<file path="src/rtl/gpio_cpu_irq_steer.sv">
module gpio_cpu_irq_steer #(
  parameter int NLINES = 32,
  parameter int NCPU   = 4,
  parameter int GRP    = 8
) (
  input  logic                      clk,
  input  logic                      rst_n,
  input  logic [NLINES-1:0]         data_in,
  input  logic [NLINES-1:0]         edge_evt,
  input  logic                      g_we,
  input  logic [4:0]                g_addr,
  input  logic [NLINES-1:0]         g_wdata,
  output logic [NLINES-1:0]         g_rdata,
  input  logic                      c_we,
  input  logic [5:0]                c_addr,
  input  logic [NLINES-1:0]         c_wdata,
  output logic [NLINES-1:0]         c_rdata,
  output logic [(NLINES+GRP-1)/GRP-1:0]      g_irq,
  output logic [NCPU*((NLINES+GRP-1)/GRP)-1:0] c_irq
);
  localparam int NGRP = (NLINES + GRP - 1) / GRP;
  localparam int PADW = NGRP * GRP;

  logic [NLINES-1:0] gcause, gem, glm;
  logic [NLINES-1:0] pcause [NCPU];
  logic [NLINES-1:0] pem    [NCPU];
  logic [NLINES-1:0] plm    [NCPU];

  wire g_hit_c = g_addr == 5'h14;
  wire g_hit_e = g_addr == 5'h18;
  wire g_hit_l = g_addr == 5'h1c;

  always_ff @(posedge clk or negedge rst_n)
    if (!rst_n) begin
      gcause <= '0;
      gem    <= '0;
      glm    <= '0;
    end else begin
      gcause <= ((g_we && g_hit_c) ? (gcause & g_wdata) : gcause) | edge_evt;
      if (g_we && g_hit_e) gem <= g_wdata;
      if (g_we && g_hit_l) glm <= g_wdata;
    end

  assign g_rdata = g_hit_c ? gcause : g_hit_e ? gem : g_hit_l ? glm : '0;

  wire [NLINES-1:0] g_act  = (data_in & glm) | (gcause & gem);
  wire [PADW-1:0]   g_actp = PADW'(g_act);

  for (genvar g = 0; g < NGRP; g++) begin : g_grp
    assign g_irq[g] = |g_actp[g*GRP +: GRP];
  end

  logic [NLINES-1:0] rd_terms [NCPU];

  for (genvar c = 0; c < NCPU; c++) begin : g_cpu
    wire hit_c = c_addr == 6'(4*c);
    wire hit_e = c_addr == 6'(16 + 4*c);
    wire hit_l = c_addr == 6'(32 + 4*c);

    always_ff @(posedge clk or negedge rst_n)
      if (!rst_n) begin
        pcause[c] <= '0;
        pem[c]    <= '0;
        plm[c]    <= '0;
      end else begin
        pcause[c] <= ((c_we && hit_c) ? (pcause[c] & c_wdata) : pcause[c]) | edge_evt;
        if (c_we && hit_e) pem[c] <= c_wdata;
        if (c_we && hit_l) plm[c] <= c_wdata;
      end

    assign rd_terms[c] = ({NLINES{hit_c}} & pcause[c]) |
                         ({NLINES{hit_e}} & pem[c]) |
                         ({NLINES{hit_l}} & plm[c]);

    wire [NLINES-1:0] act  = (data_in & plm[c]) | (pcause[c] & pem[c]);
    wire [PADW-1:0]   actp = PADW'(act);

    for (genvar g = 0; g < NGRP; g++) begin : g_grp
      assign c_irq[c*NGRP + g] = |actp[g*GRP +: GRP];
    end
  end

  always_comb begin
    c_rdata = '0;
    for (int c = 0; c < NCPU; c++) c_rdata = c_rdata | rd_terms[c];
  end
endmodule


</file>
<file path="config.mk">
export PLATFORM = sky130hd
export DESIGN_NAME = gpio_cpu_irq_steer
export DESIGN_NICKNAME = d
export VERILOG_FILES = /design/src/rtl/gpio_cpu_irq_steer.sv
export SDC_FILE = /design/constraint.sdc
export NUM_CORES = 1
export LEC_CHECK = 0
export BUFFER_PORTS_ARGS = -buffer_cell sky130_fd_sc_hd__buf_4
export CAP_MARGIN = 0
export CORE_ASPECT_RATIO = 0.9
export CORE_MARGIN = 1.5
export CORE_UTILIZATION = 40
export DETAILED_ROUTE_END_ITERATION = 10
export PLACE_DENSITY_LB_ADDON = 0.1
export SLEW_MARGIN = 20
export SYNTH_ARGS = -nofsm -noshare
export SYNTH_HDL_FRONTEND = slang
export SYNTH_SLANG_ARGS = --single-unit
</file>
<file path="constraint.sdc">
create_clock -name clk -period 3.12 [get_ports clk]
set_input_delay 0.624 -clock clk [delete_from_list [all_inputs] [get_ports clk]]
set_output_delay 0.624 -clock clk [all_outputs]
set_load 0.01 [all_outputs]
</file>
# Word level (Yosys, flattened, before mapping)
# Index checks and enable logic that the tools add are counted.
# totals
ff_bits,480
output_inout_bits,84
input_bits,143
elab_cells,121
# classes
n_mux,8
eq_ne,14
bitwise_logic,48
n_reduce_logical,36
# ops
cell,n
$and A32 B32 Y32,27
$or A32 B32 Y32,21
$mux W32,8
$reduce_or A8 Y1,20
$eq A6 B5 Y1 const B,4
$eq A6 B6 Y1 const B,4
$eq A5 B5 Y1 const B,3
$logic_and A1 B1 Y1,15
$eq A6 B4 Y1 const B,2
$eq A6 B3 Y1 const B,1
$logic_not A6 Y1,1

# Logic depth before layout (Yosys ltp)
# Gate-level depths: netlist of the first run.
# logic_depth
ltp_word,7
depth_mapped,7
depth_no_buf,4

# Worst setup path after synthesis of the first run
# No wires, ideal clock.
# synth_path
path_type,input to output
start,in c_addr[4]
end,out c_rdata[13]
path_slack_ns,0.448
t_arrival_ns,2.048
t_required_ns,2.496
path_stages,7
cell_sequence,buf_6 > or4b_4 > nor3_2 > buf_2 > buf_2 > a221oi_1 > nand3_1
# synth_between
elab_chain_cells,7
# synth_lines
element,line_no,text
start: declaration,15,"input logic [5:0] c_addr,"
"$eq A6 B5 Y1, or another cell as far along",57,wire hit_e = c_addr == 6'(16 + 4*c);
"$and A32 B32 Y32, on equally long branches","72, 71",
$or A32 B32 Y32,71,assign rd_terms[c] = ({NLINES{hit_c}} & pcause[c]) |
$or A32 B32 Y32,72,({NLINES{hit_e}} & pem[c]) |
$or A32 B32 Y32 (2 in a row),85,for (int c = 0; c < NCPU; c++) c_rdata = c_rdata | rd_terms[c];
$or A32 B32 Y32 (*),85,
end: declaration,17,"output logic [NLINES-1:0] c_rdata,"
# Mark *: on every way between the ends. The rest lies on a longest branch, timed or not.

# Final worst setup path of the first run
# layout_path
start,in c_addr[5]
end,out c_rdata[9]
# Same word-level chain as after synthesis.

==> results.toml, run 1 <==
[pwr]
total_power_mw = 16.9
p_leak_nw = 12.0
power_frac_seq_pct = 44.1
peakVddDrop_v = 0.000406
p_comb_share_pct = 14.8
p_clk_share_pct = 41.1
powerDensity_nw_per_um2 = 589
p_int_mw = 12.4
switching_share_pct = 26.7
p_switching_mw = 4.51

[synth]
netlist_instances = 1962
synth_nets = 2105
synth_cell_types = 44
postSynthAreaPerCell_um2 = 11.9
yosysSeqAreaShare_pct = 51.4
synth_warnings = 0
ys_ff_latch = 480
synth_edf_count = 0
synth-async-reset-ratio_pct = 100
synthFlopType = "dfrtp_1"
syn_area_um2 = 23400

[die]
core_um2 = 57400
die_area_um2 = 59900
pin_count = 227
die_w_um = 258
die_height_um = 232
rows = 83
start_util_pct = 40.7

[sta]
drv_slew = 0
skew_ns = 0
whs_ns = 0.240
rsz0062_at_grt = "false"
finalHoldViolations = 0
worstMarginPinSlew_ns = 0.704
setup_tns_ns = 0
min_period_over_period_pct = 97.9
relSlewSlack_pct = 53.0
max_freq_mhz = 327
setup_violations = 0
setup_ws_ns = 0.0648
fin_crit_ns = 3.06

[critical_path]
crit_path_end_kind = "primary output"
r2r_cells = 1
max_stage_delay_ns = 0.36
crit_top_cell = "buf_4"
worstSetupStartpointType = "input port"
regToRegStartpoint = "plm[98]$_DFFE_PN0P_"
r2r_end = "plm[98]$_DFFE_PN0P_"
critPathRequiredTime_ns = 2.50
r2r_slack_ns = 2.24
worstPathCellList = "buf_4 > buf_4 > buf_4 > mux2_2 > a22oi_1 > o311ai_0 > buf_4 > buf_4"
cp_max_fo = 13
arrival_ns = 2.43
cpMaxStageDelayCell = "mux2_2"
criticalPathCategory = "input port to primary output"

[routing]
wire_per_inst_um = 29.2
drt_wl_total_um = 87900
ant_nets = 0
vias = 18700
viasPerCell = 6.21
firstDrtPassIters = 8
drt_iter0_markers = 1706
drc = 0

[hold_path]
hold_depth = 2
hold_path_startpoint = "edge_evt[21]"
hold_path_class = "input port to flop"
hold_end = "gcause[21]$_DFF_PN0_"

[global_routing]
grt-busiest-layer = "met2"
grt_use_total_pct = 29.4
gr-usage-met3_pct = 6.11
met1_usage_pct = 42.9
overflow = 0
grt_pass1_wl_um = 131000
grt_pass1_vias = 19100
grt_max_degree = 88
antenna_found_initial = 7
use_met2_pct = 43.9

[layout]
instances_no_fill = 3015
drive_gt1_share_pct = 35.6
fin_util_pct = 49.8
fin_nets = 2346
syn_to_final_growth_pct = 22.5
final_area_um2 = 28600

[flow_run]
maxCapViolCount = 0

[place]
port_buffers = 226
post-place-ws_ns = 0.0253
post_dp_cell_area_um2 = 26700
place_hpwl_um = 61100
dp_cells = 2912
gp_congestion = 0.914

[clock_network]
clock_sinks = 480
path_clk_slew_ns = 0.06
clock_latency_ns = 0.60
htree_levels = 2
numCtsBuffers = 53
cts_root_buffer = "clkbuf_16"
cts_tree = "done"
cts_setup_buffers = 0
clockBufferDepth = 3

[status]
status = "finished, final reports clean"
## Yosys cell counts, types with 9 or more instances
| cell type | instances | area share, % |
|---|---|---|
| a21oi_1 | 34 | 0.73 |
| a221oi_1 | 99 | 3.7 |
| a22o_1 | 82 | 3.1 |
| a22oi_1 | 27 | 0.87 |
| a31oi_1 | 16 | 0.43 |
| a32oi_1 | 17 | 0.64 |
| buf_1 | 10 | 0.16 |
| buf_2 | 34 | 0.73 |
| buf_4 | 9 | 0.29 |
| clkbuf_1 | 94 | 1.5 |
| dfrtp_1 | 480 | 51 |
| mux2_1 | 19 | 0.92 |
| mux2_2 | 345 | 17 |
| mux2i_1 | 94 | 4.0 |
| nand2_1 | 38 | 0.61 |
| nand2b_1 | 161 | 4.3 |
| nand3_1 | 26 | 0.56 |
| nand4_1 | 21 | 0.56 |
| nor2_1 | 36 | 0.58 |
| nor3_1 | 36 | 0.77 |
| o21ai_0 | 193 | 4.1 |
| o2bb2ai_1 | 43 | 1.6 |
| o311ai_0 | 13 | 0.49 |
## kinds of logic after synthesis
kind of cell           after synthesis  share of synthesized area (%)
multiplexers                       458                           21.6
AND/OR/NAND/NOR                    343                           8.29
flip-flops                         480                           51.4
AO/OA/AOI/OAI                      527                           15.8
buffers and inverters              154                           2.93
## worst max-delay path by stage
stage / depth (start not counted) / to / slack [ns] / start
3_3_place_gp: 6 / c_rdata[26] / 0.006 / c_addr[5]
4_1_cts: 6 / c_rdata[26] / 0.006 / c_addr[5]
3_5_place_dp: 6 / c_rdata[26] / 0.03 / c_addr[5]
6_report: 8 / c_rdata[9] / 0.06 / c_addr[5]
5_1_grt: 8 / c_rdata[21] / 0.03 / c_addr[5]
2_1_floorplan: 7 / c_rdata[13] / 0.45 / c_addr[4]
## sequential cells by signal (all words and copies together), names as in the netlist
signal and flops:
gcause 32, gem 32, glm 32, pcause 128
pem 128, plm 128
## worst max-delay path: cells and delay by family
family          cells  cell delay (ns)
mux                 1             0.36
compound gates      2             0.47
buf+inv             5             0.98
## final cells by class
class,instances,area [µm²]
antenna,3,7.51
clock buffer,81,1660
clock inverter,18,277
fill,5142,28800
inverter,3,11.3
multi-input combinational,1328,10800
sequential,480,12000
tap,765,957
timing repair buffer,337,2930
## per-layer routing
| metal | vias to the layer above | wire [µm] | part of all wire, % |
|---|---|---|---|
| met1 | 9775 | 39900 | 45 |
| met4 | 0 | 2120 | 2.4 |
| li1 | 7953 | - | - |
| met5 | - | 0 | 0 |
| met3 | 133 | 7080 | 8.1 |
| met2 | 865 | 38800 | 44 |
## power groups by stage
stage | logic (mW) | registers [mW] | clock network (mW)
after detailed placement | 2.48 | 7.51 | 0
after floorplan | 1.43 | 7.27 | 0
after global routing | 2.67 | 7.49 | 7.34
final | 2.50 | 7.43 | 6.93
after global placement | 2.44 | 7.50 | 0
after CTS | 2.49 | 7.40 | 7.05
## timing repair
action / CTS / global route
resized for setup: 0 / 5
setup endpoints to repair: 0 / 5
hold buffers: 1 / 0
hold endpoints to repair: 40 / 0
## layout by cell type, fill, tap and decap left out, types with 4 or more instances in the layout
cell	netlist	routed
a22o_1	82	82
nand3_1	26	24
o2bb2ai_1	43	43
clkbuf_1	94	7
mux2_2	345	345
bufinv_16	0	7
nor3_1	36	36
a22oi_1	27	27
mux2_1	19	19
clkinv_2	0	7
a221oi_1	99	99
o311ai_1	0	4
nand2b_1	161	161
buf_4	9	303
dfrtp_1	480	480
o311ai_0	13	9
a32oi_1	17	17
clkbuf_16	0	55
nor2_1	36	35
mux2i_1	94	94
and3_2	0	4
buf_12	0	31
a21oi_1	34	34
o21ai_0	193	193
clkbuf_8	0	19
nand2_1	38	36
a31oi_1	16	16
nand4_1	21	21
(Power assumes the default switching activity.)
==> inputs of run 2 (changes only) <==
--- a/config.mk
+++ b/config.mk
@@ -12,6 +12,7 @@
 export CORE_UTILIZATION = 40
 export DETAILED_ROUTE_END_ITERATION = 10
 export PLACE_DENSITY_LB_ADDON = 0.1
+export RECOVER_POWER = 100
 export SLEW_MARGIN = 20
 export SYNTH_ARGS = -nofsm -noshare
 export SYNTH_HDL_FRONTEND = slang
==> run 2 against run 1 <==
  * The run now ends with max-capacitance violations, max-slew violations left
  * Via count increased by 0.12%
  * Register-to-register slack hardly changed
  * Worst hold slack got worse by 0.00067 ns
  * Die area unchanged
  * Critical path depth unchanged
  * Clock skew did not move
  * Fmax increased by 0.43%
  * Setup slack improved by 0.013 ns
  * Critical endpoint is now c_rdata[21]
==> results.toml, run 2 (synthesized netlist as in run 1, its figures left out) <==
[critical_path]
arrival_ns = 2.42
critPathRequiredTime_ns = 2.50
cp_max_fo = 7
worstSetupStartpointType = "input port"
crit_path_end_kind = "primary output"
criticalPathCategory = "input port to primary output"

[place]
post_dp_cell_area_um2 = 26700
post-place-ws_ns = 0.0253
dp_cells = 2912
place_hpwl_um = 61100
port_buffers = 226
gp_congestion = 0.914

[sta]
relSlewSlack_pct = -25.3
skew_ns = 0
rsz0062_at_grt = "false"
setup_tns_ns = 0
setup_violations = 0
worstMarginPinSlew_ns = 1.88
max_freq_mhz = 329
whs_ns = 0.239
finalHoldViolations = 0
fin_crit_ns = 3.04
setup_ws_ns = 0.0777
drv_slew = 87
min_period_over_period_pct = 97.5

[die]
die_w_um = 258
die_height_um = 232
rows = 83
pin_count = 227
die_area_um2 = 59900
start_util_pct = 40.7
core_um2 = 57400

[layout]
final_area_um2 = 28000
layout_commonest_cell = "dfrtp_1"
fin_nets = 2346
ff_latch_area_um2 = 12000
fill_cells = 5264
syn_to_final_growth_pct = 19.8
fin_util_pct = 48.7
instances_no_fill = 3015
final_cell_mix = "dfrtp_1, mux2_2, buf_4"
multi_input_area_um2 = 10700
top_regs = "pcause: 128 flops, pem: 128 flops, plm: 128 flops"
drive_gt1_share_pct = 30.8

[routing]
vias = 18700
ant_nets = 0
wire_per_inst_um = 29.1
drt_wl_total_um = 87700
viasPerCell = 6.22
drt_iter0_markers = 1755
firstDrtPassIters = 5
drc = 0

[clock_network]
path_clk_slew_ns = 0.06
cts_setup_buffers = 0
htree_levels = 2
cts_tree = "done"
cts_root_buffer = "clkbuf_16"
numCtsBuffers = 53
clockBufferDepth = 3
clock_sinks = 480
clock_latency_ns = 0.60

[status]
status = "finished with violations"
violations = "max-capacitance violations, max-slew violations"

[pwr]
powerDensity_nw_per_um2 = 599
p_leak_nw = 11.6
peakVddDrop_v = 0.000406
total_power_mw = 16.8

[global_routing]
grt_max_degree = 88
grt_pass1_wl_um = 131000
grt_use_total_pct = 29.4
antenna_found_initial = 6
grt_pass1_vias = 19100
overflow = 0

[flow_run]
maxCapViolCount = 3

[hold_path]
hold_path_class = "input port to flop"
==> run 2: report_power, final <==
part           switching [mW]  internal (mW)
clock                    2.69           4.24
sequential              0.587           6.84
combinational            1.22           1.20
==> run 2: final timing paths <==
| check | start | to | slack [ns] | cells past startpoint |
|---|---|---|---|---|
| max | c_addr[5] | c_rdata[21] | 0.08 | 8 |
| min | edge_evt[21] | pcause[21]$_DFF_PN0_ | 0.24 | 2 |
| max reg2reg | plm[98]$_DFFE_PN0P_ | plm[98]$_DFFE_PN0P_ | 2.23 | 1 |
| min reg2reg | plm[70]$_DFFE_PN0P_ | plm[70]$_DFFE_PN0P_ | 0.51 | 1 |
| max in group asynchronous | rst_n | pcause[12]$_DFF_PN0_ | 0.52 | 4 |
| min in group asynchronous | rst_n | pcause[66]$_DFF_PN0_ | 0.92 | 2 |
==> run 2: routing by layer <==
metal	vias up	part of all wire (%)	routed length [µm]	track usage (%)
met1	9797	45	39900	42.9
met4	0	2.6	2310	8.17
li1	7946	-	-	-
met2	854	44	38600	43.9
met5	-	0	0	0
met3	152	7.9	6930	6.11
==> run 2: worst max-delay path, cell delays in order <==
cell	delay, ns
buf_4	0.15
or4b_1	0.57
nor3_1	0.23
buf_4	0.20
buf_4	0.19
a221oi_1	0.10
nand3_1	0.15
clkbuf_1	0.19
==> run 2: cell type report <==
cell class	count	area share, %
antenna	3	0.0268
clock buffer	81	5.95
tap	765	3.42
clock inverter	18	0.988
inverter	3	0.0402
multi-input combinational	1328	38.2
sequential	480	42.9
timing repair buffer	337	8.41
==> run 2: timing repair <==
| action | in CTS | in global routing |
|---|---|---|
| endpoints found under the hold margin | 40 | 0 |
| gates resized for setup | 0 | 5 |
| setup endpoints to repair | 0 | 5 |
| hold buffers | 1 | 0 |
